`config.mk`:
```
export PLATFORM = sky130hd
export DESIGN_NAME = optcfg_loader
export DESIGN_NICKNAME = d
export VERILOG_FILES = /design/src/rtl/optcfg_pkg.sv /design/src/rtl/optcfg_seq.sv /design/src/rtl/optcfg_pair_check.sv /design/src/rtl/optcfg_capture.sv /design/src/rtl/optcfg_store.sv /design/src/rtl/optcfg_loader.sv
export SDC_FILE = /design/constraint.sdc
export NUM_CORES = 1
export LEC_CHECK = 0
export ABC_AREA = 1
export BUFFER_PORTS_ARGS = -buffer_cell sky130_fd_sc_hd__buf_2
export CORE_ASPECT_RATIO = 0.75
export CORE_MARGIN = 2
export CORE_UTILIZATION = 38
export DETAILED_ROUTE_END_ITERATION = 10
export SETUP_SLACK_MARGIN = 0.4
export SYNTH_ARGS = -nofsm -noshare
export SYNTH_HDL_FRONTEND = slang
export SYNTH_SLANG_ARGS = --single-unit
```
`constraint.sdc`:
```
create_clock -name clk -period 1.65 [get_ports clk]
set_clock_uncertainty 0.1 [all_clocks]
set_input_delay 0.2475 -clock clk [delete_from_list [all_inputs] [get_ports clk]]
set_output_delay 0.2475 -clock clk [all_outputs]
set_load 0.02 [all_outputs]
```
`src/rtl/optcfg_pkg.sv`:
```
package optcfg_pkg;

   typedef enum logic [1:0] {
      SQ_ARM  = 2'd0,
      SQ_READ = 2'd1,
      SQ_IDLE = 2'd2
   } seq_state_e;

   localparam int unsigned SLOT_SEC  = 0;
   localparam int unsigned SLOT_USER = 1;
   localparam int unsigned SLOT_DATA = 2;

   function automatic int unsigned slot_count(input int unsigned data_bytes,
                                              input int unsigned wp_bytes);
      return 2 + data_bytes + wp_bytes;
   endfunction

endpackage

```
`src/rtl/optcfg_seq.sv`:
```
module optcfg_seq
   import optcfg_pkg::*;
#(
   parameter int unsigned NUM_BYTES = 16,
   parameter int unsigned ADDR_W    = 4
)(
   input  logic              clk,
   input  logic              rst_n,
   output logic              rd_en,
   output logic [ADDR_W-1:0] rd_addr
);

   localparam logic [ADDR_W-1:0] LAST_ADDR = ADDR_W'(NUM_BYTES - 1);

   seq_state_e        state_q;
   logic [ADDR_W-1:0] cnt_q;

   always_ff @(posedge clk) begin
      if (!rst_n) begin
         state_q <= SQ_ARM;
         cnt_q   <= '0;
      end else begin
         unique case (state_q)
            SQ_ARM:  state_q <= SQ_READ;
            SQ_READ: begin
               if (cnt_q == LAST_ADDR) begin
                  state_q <= SQ_IDLE;
               end else begin
                  cnt_q <= cnt_q + 1'b1;
               end
            end
            default: state_q <= SQ_IDLE;
         endcase
      end
   end

   assign rd_en   = (state_q == SQ_READ);
   assign rd_addr = cnt_q;

   // consecutive reads step by one address
   p_addr_step_r1: assert property (@(posedge clk) disable iff (!rst_n)
      (rd_en && $past(rd_en)) |-> (rd_addr == $past(rd_addr) + 1'b1));

   // the read burst starts at offset zero
   p_start_zero_r1: assert property (@(posedge clk) disable iff (!rst_n)
      $rose(rd_en) |-> (rd_addr == '0));

   // the last offset ends the burst
   p_single_pass_r1: assert property (@(posedge clk) disable iff (!rst_n)
      (rd_en && rd_addr == LAST_ADDR) |=> !rd_en);

endmodule

```
`src/rtl/optcfg_pair_check.sv`:
```
module optcfg_pair_check #(
   parameter int unsigned BYTE_W = 8
)(
   input  logic [BYTE_W-1:0] val,
   input  logic [BYTE_W-1:0] cmp,
   output logic [BYTE_W-1:0] fixed,
   output logic              bad
);

   logic inverse_ok;
   logic erased;

   always_comb begin
      inverse_ok = (val == ~cmp);
      erased     = (&val) && (&cmp);
      fixed      = inverse_ok ? val : {BYTE_W{1'b1}};
      bad        = !inverse_ok && !erased;
   end

endmodule

```
`src/rtl/optcfg_capture.sv`:
```
module optcfg_capture #(
   parameter int unsigned BYTE_W = 8,
   parameter int unsigned ADDR_W = 4,
   localparam int unsigned IDX_W = ADDR_W - 1
)(
   input  logic              clk,
   input  logic              rst_n,
   input  logic              rd_en,
   input  logic [ADDR_W-1:0] rd_addr,
   input  logic [BYTE_W-1:0] rd_data,
   output logic              wr_en,
   output logic [IDX_W-1:0]  wr_idx,
   output logic [BYTE_W-1:0] wr_val,
   output logic              wr_bad
);

   logic              pend_q;
   logic [ADDR_W-1:0] addr_q;
   logic [BYTE_W-1:0] held_q;

   always_ff @(posedge clk) begin
      if (!rst_n) begin
         pend_q <= 1'b0;
         addr_q <= '0;
      end else begin
         pend_q <= rd_en;
         addr_q <= rd_addr;
      end
   end

   always_ff @(posedge clk) begin
      if (!rst_n) begin
         held_q <= '0;
      end else if (pend_q && !addr_q[0]) begin
         held_q <= rd_data;
      end
   end

   optcfg_pair_check #(.BYTE_W(BYTE_W)) u_check (
      .val   (held_q),
      .cmp   (rd_data),
      .fixed (wr_val),
      .bad   (wr_bad)
   );

   assign wr_en  = pend_q && addr_q[0];
   assign wr_idx = addr_q[ADDR_W-1:1];

   // a reported mismatch always carries the forced all-ones value
   p_bad_forces_ones_r5: assert property (@(posedge clk) disable iff (!rst_n)
      (wr_en && wr_bad) |-> (&wr_val));

endmodule

```
`src/rtl/optcfg_store.sv`:
```
module optcfg_store #(
   parameter int unsigned BYTE_W    = 8,
   parameter int unsigned NUM_PAIRS = 8,
   localparam int unsigned IDX_W    = $clog2(NUM_PAIRS)
)(
   input  logic                        clk,
   input  logic                        rst_n,
   input  logic                        wr_en,
   input  logic [IDX_W-1:0]            wr_idx,
   input  logic [BYTE_W-1:0]           wr_val,
   input  logic                        wr_bad,
   output logic [NUM_PAIRS*BYTE_W-1:0] slots,
   output logic                        done,
   output logic                        err
);

   localparam logic [IDX_W-1:0] LAST_IDX = IDX_W'(NUM_PAIRS - 1);

   for (genvar g = 0; g < NUM_PAIRS; g++) begin : g_slot
      logic [BYTE_W-1:0] slot_q;
      always_ff @(posedge clk) begin
         if (!rst_n) begin
            slot_q <= {BYTE_W{1'b1}};
         end else if (wr_en && wr_idx == IDX_W'(g)) begin
            slot_q <= wr_val;
         end
      end
      assign slots[g*BYTE_W +: BYTE_W] = slot_q;
   end

   always_ff @(posedge clk) begin
      if (!rst_n) begin
         done <= 1'b0;
         err  <= 1'b0;
      end else begin
         if (wr_en && wr_bad)            err  <= 1'b1;
         if (wr_en && wr_idx == LAST_IDX) done <= 1'b1;
      end
   end

   // error status is sticky
   p_err_sticky_r10: assert property (@(posedge clk) disable iff (!rst_n)
      err |=> err);

   // a mismatch raises the error on the next cycle
   p_err_on_bad_r5: assert property (@(posedge clk) disable iff (!rst_n)
      (wr_en && wr_bad) |=> err);

   // done stays high once set
   p_done_sticky_r2: assert property (@(posedge clk) disable iff (!rst_n)
      done |=> done);

   // no pair is written after the load has completed
   p_no_late_write_r1: assert property (@(posedge clk) disable iff (!rst_n)
      done |-> !wr_en);

endmodule

```
`src/rtl/optcfg_loader.sv`:
```
module optcfg_loader
   import optcfg_pkg::*;
#(
   parameter int unsigned BYTE_W      = 8,
   parameter int unsigned DATA_BYTES  = 2,
   parameter int unsigned WP_BYTES    = 4,
   parameter logic [7:0]  UNLOCK_CODE = 8'hA5,
   localparam int unsigned NUM_PAIRS  = slot_count(DATA_BYTES, WP_BYTES),
   localparam int unsigned NUM_BYTES  = 2 * NUM_PAIRS,
   localparam int unsigned ADDR_W     = $clog2(NUM_BYTES),
   localparam int unsigned SLOT_WP    = SLOT_DATA + DATA_BYTES
)(
   input  logic                         clk,
   input  logic                         rst_n,
   output logic                         rd_en,
   output logic [ADDR_W-1:0]            rd_addr,
   input  logic [BYTE_W-1:0]            rd_data,
   output logic                         done,
   output logic                         rdprot_on,
   output logic                         wdg_sw,
   output logic                         keep_on_dsleep,
   output logic                         keep_on_stdby,
   output logic                         boot_bank0,
   output logic [DATA_BYTES*BYTE_W-1:0] user_data,
   output logic [WP_BYTES*BYTE_W-1:0]   wp_mask,
   output logic                         cfg_err
);

   if (BYTE_W < 8) begin : g_chk_bytew
      $error("optcfg_loader: BYTE_W must be at least 8");
   end
   if (WP_BYTES < 1 || DATA_BYTES < 1) begin : g_chk_fields
      $error("optcfg_loader: DATA_BYTES and WP_BYTES must be nonzero");
   end
   if ((1 << ADDR_W) != NUM_BYTES) begin : g_chk_pow2
      $error("optcfg_loader: pair count must give a power-of-two image");
   end

   logic                        wr_en;
   logic [ADDR_W-2:0]           wr_idx;
   logic [BYTE_W-1:0]           wr_val;
   logic                        wr_bad;
   logic [NUM_PAIRS*BYTE_W-1:0] slots;
   logic                        loaded;

   optcfg_seq #(.NUM_BYTES(NUM_BYTES), .ADDR_W(ADDR_W)) u_seq (
      .clk     (clk),
      .rst_n   (rst_n),
      .rd_en   (rd_en),
      .rd_addr (rd_addr)
   );

   optcfg_capture #(.BYTE_W(BYTE_W), .ADDR_W(ADDR_W)) u_cap (
      .clk     (clk),
      .rst_n   (rst_n),
      .rd_en   (rd_en),
      .rd_addr (rd_addr),
      .rd_data (rd_data),
      .wr_en   (wr_en),
      .wr_idx  (wr_idx),
      .wr_val  (wr_val),
      .wr_bad  (wr_bad)
   );

   optcfg_store #(.BYTE_W(BYTE_W), .NUM_PAIRS(NUM_PAIRS)) u_store (
      .clk    (clk),
      .rst_n  (rst_n),
      .wr_en  (wr_en),
      .wr_idx (wr_idx),
      .wr_val (wr_val),
      .wr_bad (wr_bad),
      .slots  (slots),
      .done   (loaded),
      .err    (cfg_err)
   );

   logic [BYTE_W-1:0] sec_byte;
   logic [BYTE_W-1:0] user_byte;
   logic [3:0]        unused_user_hi;

   assign sec_byte       = slots[SLOT_SEC*BYTE_W +: BYTE_W];
   assign user_byte      = slots[SLOT_USER*BYTE_W +: BYTE_W];
   assign unused_user_hi = user_byte[7:4];

   assign done           = loaded;
   assign rdprot_on      = !loaded || (sec_byte != BYTE_W'(UNLOCK_CODE));
   assign wdg_sw         = loaded & user_byte[0];
   assign keep_on_dsleep = loaded & user_byte[1];
   assign keep_on_stdby  = loaded & user_byte[2];
   assign boot_bank0     = loaded & user_byte[3];

   for (genvar d = 0; d < DATA_BYTES; d++) begin : g_data
      assign user_data[d*BYTE_W +: BYTE_W] =
         loaded ? slots[(SLOT_DATA+d)*BYTE_W +: BYTE_W] : '0;
   end

   for (genvar w = 0; w < WP_BYTES; w++) begin : g_wp
      assign wp_mask[w*BYTE_W +: BYTE_W] =
         loaded ? slots[(SLOT_WP+w)*BYTE_W +: BYTE_W] : '0;
   end

   // safe defaults until the load completes
   p_safe_defaults_r3: assert property (@(posedge clk) disable iff (!rst_n)
      !done |-> (rdprot_on && wp_mask == '0 && user_data == '0 && !wdg_sw));

   // protection is released only after the load has completed
   p_unlock_needs_done_r7: assert property (@(posedge clk) disable iff (!rst_n)
      !rdprot_on |-> done);

endmodule

```
After elaboration in Yosys (flattened, before gate mapping)
Cells that the tools add are included.

Reduce and logical (&&, ||, !) cells: 23. Muxes and demuxes: 9. Add/subtract/negate cells: 1. Equal/unequal tests: 12. Bitwise operators: 6.

Operators by type and width (number): $mux W8 (7); $reduce_and A8 Y1 (2); $logic_and A1 B1 Y1 (13); $eq A3 B3 Y1 const B (4); $eq A8 B8 Y1 (1); $ne A8 B8 Y1 const B (1); $not A8 Y8 (1); $eq A3 B2 Y1 const B (2); $add A4 B1 Y4 const B (1); $and A1 B1 Y1 (4); $eq A4 B4 Y1 const B (1); $logic_not A1 Y1 (4); $pmux W2 S2 (1); $eq A3 B1 Y1 const B (1); $logic_not A3 Y1 (1); $eq A2 B1 Y1 const B (1); $logic_not A2 Y1 (1); $mux W2 (1); $ne A2 B2 Y1 const B (1); $reduce_and A2 Y1 (1); $logic_or A1 B1 Y1 (1); $not A1 Y1 (1).

Input bits: 10. Register bits after elaboration: 81.

Longest topological paths before layout
Gate-level depths: netlist of run 1.

Depth after elaboration: 5. Gate-level depth with buffers: 8. Mapped depth without buffers: 8.

By module
From an unflattened synthesis of run 1, not the netlist that was laid out.

Cell total of the unflattened synthesis: 583. Area total of the unflattened synthesis: 3906.2 um^2.

By module, submodules not included: optcfg_store (area each 2427.3 um^2, cells an instance 306, times used 1); optcfg_capture (area each 523.0 um^2, cells an instance 73, times used 1); optcfg_loader (area each 493.0 um^2, cells an instance 120, times used 1); optcfg_seq (area each 269.0 um^2, cells an instance 38, times used 1); optcfg_pair_check (area each 193.9 um^2, cells an instance 46, times used 1).

Worst setup path after synthesis of run 1
No wires, ideal clock.

Path type: reg-to-output. Start point: register u_store.done. End point: output keep_on_dsleep. Path buffers: 2. Data arrival time: 1193 ps. Cell stages (with the launch flop): 5. Slack: 109 ps. Path through: dfxtp_1 -> clkbuf_1 -> clkbuf_1 -> nand2_1 -> inv_1.

Longest elaborated chain between the ends: 1.

RTL lines: start, declared (line optcfg_store.sv:13) `output logic done,`; start signal, assigned (line optcfg_store.sv:33) `done <= 1'b0;`; start signal, assigned (line optcfg_store.sv:37) `if (wr_en && wr_idx == LAST_IDX) done <= 1'b1;`; $and A1 B1 Y1 (line optcfg_loader.sv:88) `assign keep_on_dsleep = loaded & user_byte[1];`; end, declared (line optcfg_loader.sv:21) `output logic keep_on_dsleep,`.

Every way passes these cells.

Final worst setup path of run 1
Start point: register u_store.done. End point: output wp_mask[31].

Longest elaborated chain between the ends: 1.

RTL lines: $mux W8 (line optcfg_loader.sv:99) `loaded ? slots[(SLOT_WP+w)*BYTE_W +: BYTE_W] : '0;`; end, declared (line optcfg_loader.sv:25) `output logic [WP_BYTES*BYTE_W-1:0] wp_mask,`.

Every way passes these cells.

==> impl_results.md, run 1 <==
- Max Slew Vio Count: 0
- Critical Path Max Stage Delay: 0.35 ns
- Yosys top cell area share: 45.0%
- Final Cycle Share: 96.5%
- EDFF count, synth: 0
- DIE AREA: 10300 um2
- Area of the multi-input gates: 1960 um2
- Worst Path Required: 1.30 ns
- Crit start category: flip-flop
- Mux contribution to synthesized area: 0%
- Ranking of synthesized cells by area: dfxtp_1 45%, nand2_1 21%, a21oi_1 8.6%, inv_1 7.6%, nor2_1 4.8%
- Core footprint: 9120 um2
- Hold Path Class: input port to flip-flop
- Synth Area in Compound Gates: 10.5%
- Post-synthesis cell area: 3600 um2
- Largest net degree at the start of global routing: 38
- Largest family of logic cells by synthesized area: simple AND/OR/NAND/NOR gates
- Top cell by count, worst path: buf_4
- Register area: 1660 um2
- Drt drc: 0
- IO Port Bufs: 69
- DRT Pass-1 Iters: 4
- Worst Path Max Fanout: 7
- Pre-CTS setup slack: 0.110 ns
- Worst EP arrival: 1.24 ns
- Run status: complete, no violations
- RSZ-0062 raised after global routing: yes
- Design area: 5230 um2
- Worst-Skew Late Latency: 0.34 ns
- First-pass GRT wire length: 15.8 mm
- F_max: 628 MHz
- Clk slew on worst S/H paths: 0.06 ns
- Area leader, netlist: dfxtp_1
- Worst path slowest cell: dfxtp_4
- # IOs: 70
- Cells along the critical path: buf_4, clkbuf_16, nand2_2, inv_2, buf_4
- Die extent in y: 88.3 um
- Post-Syn Nets: 537
- Layout area overhead: 45.2%
- Antenna Nets Post-Route: 0
- Vias in the first global route: 3167
- Fill cell count: 868
- Post-synth top flop: dfxtp_1
- NumNets Final: 635
- Initial Util: 39.5%
- TritonCTS Buffers: 9
- #FFs+latches synth: 81
- Global placement routability congestion: 0.834
- Ys Warns: 0
- FP Rows: 30
- Post-route setup slack: 0.0575 ns
- Average size of a mapped cell: 6.85 um2
- XOR/XNOR Fraction of Synth Area: 0%
- VDD IR max: 0.492 mV
- P_leak: 2.63 nW
- Final wirelength: 9.88 mm
- Max_cap viols: 0
- Worst hold margin: 0.0721 ns
- CTS H-tree depth: 3
- Sequential fraction of the synthesis area: 45.0%
- Final setup vio count: 0
- Pwr Density: 830 nW/um2
- DRT iter0 DRCs: 190
- Wire length per cell: 13.0 um
- ANT cells: 0
- Layout cells sized above 1: 50.2%
- Placed instance area: 4150 um2
- Simple-gate share of the synthesized area: 34.3%
- Cells after Synth: 526
- Synth cell types: 22
- CP Capture Type: output port
- Die Wd: 116 um
- Clk buf depth: 2
- Tot GR Track Use: 20.0%
- Vias/cell: 4.62
- Final Critical Period: 1.59 ns
- CTS tree: yes
- Root buffer cell: clkbuf_16
- Synth Area in Adders: 0.347%
- HPWL Detailed: 6.40 mm
- Routed vias: 3498
- Overall overflow remaining after global route: 0
- Crit Path Category: flip-flop to output port
- Clock Sinks: 81
- Worst Tran Pin Value: 0.393 ns
- Post-synth ARST share: 0%
- Initial antenna violation count: 0
- Worst rel slew slack: 73.8%
- Final Hold Fails: 0
[Yosys cell counts (2+ instances only)]
library cell / number
nand2_2: 3
nor2_8: 2
nor2_2: 5
buf_1: 2
a21oi_1: 62
dfxtp_1: 81
clkbuf_1: 11
a31oi_1: 2
nand3b_4: 8
nand2_1: 204
inv_2: 7
nor2_1: 46
inv_1: 73
nand4_1: 2
o21ai_0: 11
[where the power goes]
group / total, W / switching, W / internal [W]
Sequential: 0.00206 / 0.0000511 / 0.00201
Clock: 0.00187 / 0.000809 / 0.00106
Combinational: 0.000416 / 0.000230 / 0.000186
Total: 0.00434 / 0.00109 / 0.00325
[worst max-delay path, delay by kind of cell (launching register included)]
| family | cells | cell delay (ns) |
|---|---|---|
| flip-flops | 1 | 0.35 |
| AND/OR/NAND/NOR | 1 | 0.07 |
| buffers and inverters | 4 | 0.49 |
[worst paths after layout]
check        slack [ns]       startpoint                           to  depth (start not counted)
max                0.06     u_store.done                  wp_mask[31]                          5
min                0.07       rd_data[2]              u_cap.held_q[2]                          3
max reg2reg        0.18  u_cap.held_q[3]  u_store.g_slot[7].slot_q[0]                          9
min reg2reg        0.37      u_store.err                  u_store.err                          2
[area by class of cell]
cell class | count | area share [%]
multi-input cells | 351 | 37.5
flip-flops and latches | 81 | 31.7
repair buffers | 101 | 16.4
inverters | 80 | 6.02
clock buffers | 10 | 4.57
well taps | 128 | 3.06
clock inverters | 6 | 0.789
[layer usage]
layer	global-route usage, %	vias up	share of wire, %	wire [um]
li1	-	1800	-	-
met1	27.6	1591	47	4690
met2	31.9	98	46	4500
met3	5.00	9	5.8	576
met4	4.55	0	1.1	108
met5	0	-	0	0
[cell families (layout without fill, tap and decap cells)]
logic type,after synthesis,in the layout
simple gates,275,275
buf+inv,94,197
flops,81,81
compound gates,75,75
fa+ha+maj,1,1
[through the flow]
step                std cells  utilization, %  total power (W)  setup TNS, ns
floorplan                 526               -          0.00231              0
global placement          716            45.4          0.00239              0
detailed placement        716            45.4          0.00239              0
CTS                       753            53.9          0.00435              0
global route              757            57.4          0.00453        -0.0137
finish                    757            57.4          0.00434              0
[sequential cells by signal (all words and copies together), names as in the netlist]
register / cells
u_store.g_slot.slot_q: 60
u_cap.held_q: 8
u_cap.pend_q: 1
u_seq.state_q: 2
u_cap.addr_q: 4
u_seq.rd_addr: 4
u_store.err: 1
u_store.done: 1
[placed cells by master (no fill, tap or decap), types with 2 or more instances in the layout]
master	n
a21oi_1	61
a31oi_1	2
buf_12	4
buf_2	14
buf_4	72
buf_6	8
clkbuf_16	11
clkinv_2	2
clkinvlp_4	3
dfxtp_1	66
dfxtp_2	8
dfxtp_4	7
inv_1	19
inv_2	55
inv_4	4
inv_6	2
nand2_1	109
nand2_2	92
nand2_4	7
nand3b_4	8
nand4_1	2
nor2_1	39
nor2_2	8
nor2_4	4
nor2_8	2
o21ai_0	10
[repair_timing]
item	4_1_cts	5_1_grt
endpoints found under the setup margin	122	123
resized for setup	98	103
setup buffers	19	3
hold buffers	0	0
endpoints found under the hold margin	0	0
gates cloned	2	1
pin swaps	18	20
Note: power is estimated with default switching activity, not from simulation.
==> inputs of run 2 (changes only) <==
--- a/config.mk
+++ b/config.mk
@@ -7,10 +7,13 @@
 export LEC_CHECK = 0
 export ABC_AREA = 1
 export BUFFER_PORTS_ARGS = -buffer_cell sky130_fd_sc_hd__buf_2
+export CELL_PAD_IN_SITES_DETAIL_PLACEMENT = 0
+export CELL_PAD_IN_SITES_GLOBAL_PLACEMENT = 2
 export CORE_ASPECT_RATIO = 0.75
 export CORE_MARGIN = 2
-export CORE_UTILIZATION = 38
+export CORE_UTILIZATION = 30
 export DETAILED_ROUTE_END_ITERATION = 10
+export PLACE_DENSITY_LB_ADDON = 0.1
 export SETUP_SLACK_MARGIN = 0.4
 export SYNTH_ARGS = -nofsm -noshare
 export SYNTH_HDL_FRONTEND = slang
==> run 2 against run 1 <==
Net effect:
- sequential power hardly changed
- worst hold slack better by 0.015 ns
- combinational power is 2% higher
- count of clock-buffer cells in the layout is 1 higher
- largest power group is now clock
- die area is 26% higher
- critical path depth is 1 lower
==> impl_results.md, run 2 (same netlist as run 1, synthesis figures left out) <==
- Core footprint: 11700 um2
- Worst path slowest cell: dfxtp_4
- F_max: 622 MHz
- CP Capture Type: output port
- Area of the multi-input gates: 2000 um2
- Fill cell count: 1238
- Final Cycle Share: 97.4%
- Overall overflow remaining after global route: 0
- Pwr Density: 865 nW/um2
- Worst Tran Pin Value: 0.353 ns
- Initial Util: 30.9%
- Worst Path Max Fanout: 21
- Most common cell after layout, fill and taps aside: nand2_1
- Drt drc: 0
- Placed instance area: 4190 um2
- Wire length per cell: 13.5 um
- Final Critical Period: 1.61 ns
- DRT iter0 DRCs: 114
- Hold Path Class: input port to flip-flop
- Max_cap viols: 0
- CTS tree: yes
- Die extent in y: 98.9 um
- # IOs: 70
- # hold bufs at CTS: 0
- P_leak: 2.67 nW
- Clk buf depth: 2
- Max FFs per register: 60
- CTS H-tree depth: 3
- Worst EP arrival: 1.26 ns
- Met2 usage: 25.5%
- Most frequent cells in the layout: 111 x nand2_1, 83 x nand2_2, 65 x dfxtp_1
- IO Port Bufs: 69
- GR Util met3: 3.75%
- Layout area overhead: 48.4%
- Clock Sinks: 81
- Routed vias: 3439
- FP Rows: 34
- Root buffer cell: clkbuf_16
- Max Slew Vio Count: 0
- Global placement routability congestion: 0.786
- Die Wd: 131 um
- DRT Pass-1 Iters: 4
- Non-Filler Instances: 788
- CP top delay family: flip-flops
- Final setup vio count: 0
- Crit Path Category: flip-flop to output port
- Worst-Skew Late Latency: 0.33 ns
- RSZ-0062 raised after global routing: yes
- First-pass GRT wire length: 16.7 mm
- Regs by FF count: u_store.g_slot.slot_q: 60 flops, u_cap.held_q: 8 flops
- Worst rel slew slack: 76.3%
- DIE AREA: 12900 um2
- HPWL Detailed: 6.92 mm
- Layout cells sized above 1: 51.0%
- Final wirelength: 10.6 mm
- Initial antenna violation count: 0
- Placed cell count: 749
- Register area: 1660 um2
- Cells along the critical path: buf_12, nand2_1, inv_2, buf_2
- Clk slew on worst S/H paths: 0.06 ns
- Critical Path Max Stage Delay: 0.42 ns
- Buffer and inverter count on the worst path: 3
- Design area: 5350 um2
- Antenna Nets Post-Route: 0
- Tot GR Track Use: 16.9%
- ANT cells: 0
- Gr busiest metal: met2
- Crit start category: flip-flop
- Run status: complete, no violations
- Worst Path Required: 1.30 ns
- TritonCTS Buffers: 9
- Vias/cell: 4.36
- Final Hold Fails: 0
- Design Power: 0.00463 W
- NumNets Final: 634
- VDD IR max: 0.595 mV
- Largest net degree at the start of global routing: 33
- Top reg by flops: u_store.g_slot.slot_q
- Vias in the first global route: 3237
- Met1 Usage GRT: 24.2%
## run 2: report_power, final
group          internal, W  leakage [nW]  switching, W  total, W
Clock              0.00139         0.157      0.000763   0.00215
Sequential         0.00201         0.666     0.0000451   0.00205
Combinational     0.000182          1.84      0.000244  0.000426
## run 2: layout make-up
class | count | area share (%)
clock inverters | 3 | 1.22
flip-flops and latches | 81 | 31.0
well taps | 162 | 3.79
multi-input cells | 352 | 37.5
repair buffers | 98 | 15.7
clock buffers | 11 | 4.73
inverters | 80 | 5.94
repair inverters | 1 | 0.117
## run 2: worst min-delay path: cells and delay by family
family / cells / cell delay, ns
AND/OR/NAND/NOR: 2 / 0.13
buffers and inverters: 1 / 0.11
## run 2: metal layers
metal	share of wire [%]	wire, um	vias to the layer above
li1	-	-	1793
met1	52	5500	1588
met2	44	4630	51
met3	3.4	365	7
met4	1.1	117	0
met5	0	0	-
## run 2: worst paths after layout
path	cells past startpoint	slack [ns]	endpoint	startpoint
setup / recovery	4	0.04	wp_mask[4]	u_store.done
hold / removal	3	0.09	u_cap.held_q[4]	rd_data[4]
setup reg to reg	9	0.14	u_store.g_slot[3].slot_q[0]	u_cap.held_q[1]
hold reg to reg	2	0.35	u_store.err	u_store.err
## run 2: what timing repair did
item                       CTS  global route
setup endpoints to repair  122           126
hold endpoints to repair     0             0
cloned                       1             2
gates resized for setup     48           173
pin swaps                   12            27
buffers inserted            17             5
## run 2: per-stage QoR
step | setup TNS, ns | hold slack [ns] | worst slack, ns | util, %
finish | 0 | 0.0874 | 0.0422 | 45.9
floorplan | 0 | 0.264 | 0.351 | -
CTS | 0 | 0.0686 | 0.0275 | 41.2
global route | -0.00735 | 0.102 | -0.00715 | 45.9
detailed placement | 0 | 0.347 | 0.0700 | 36.0
global placement | 0 | 0.342 | 0.0752 | 36.0
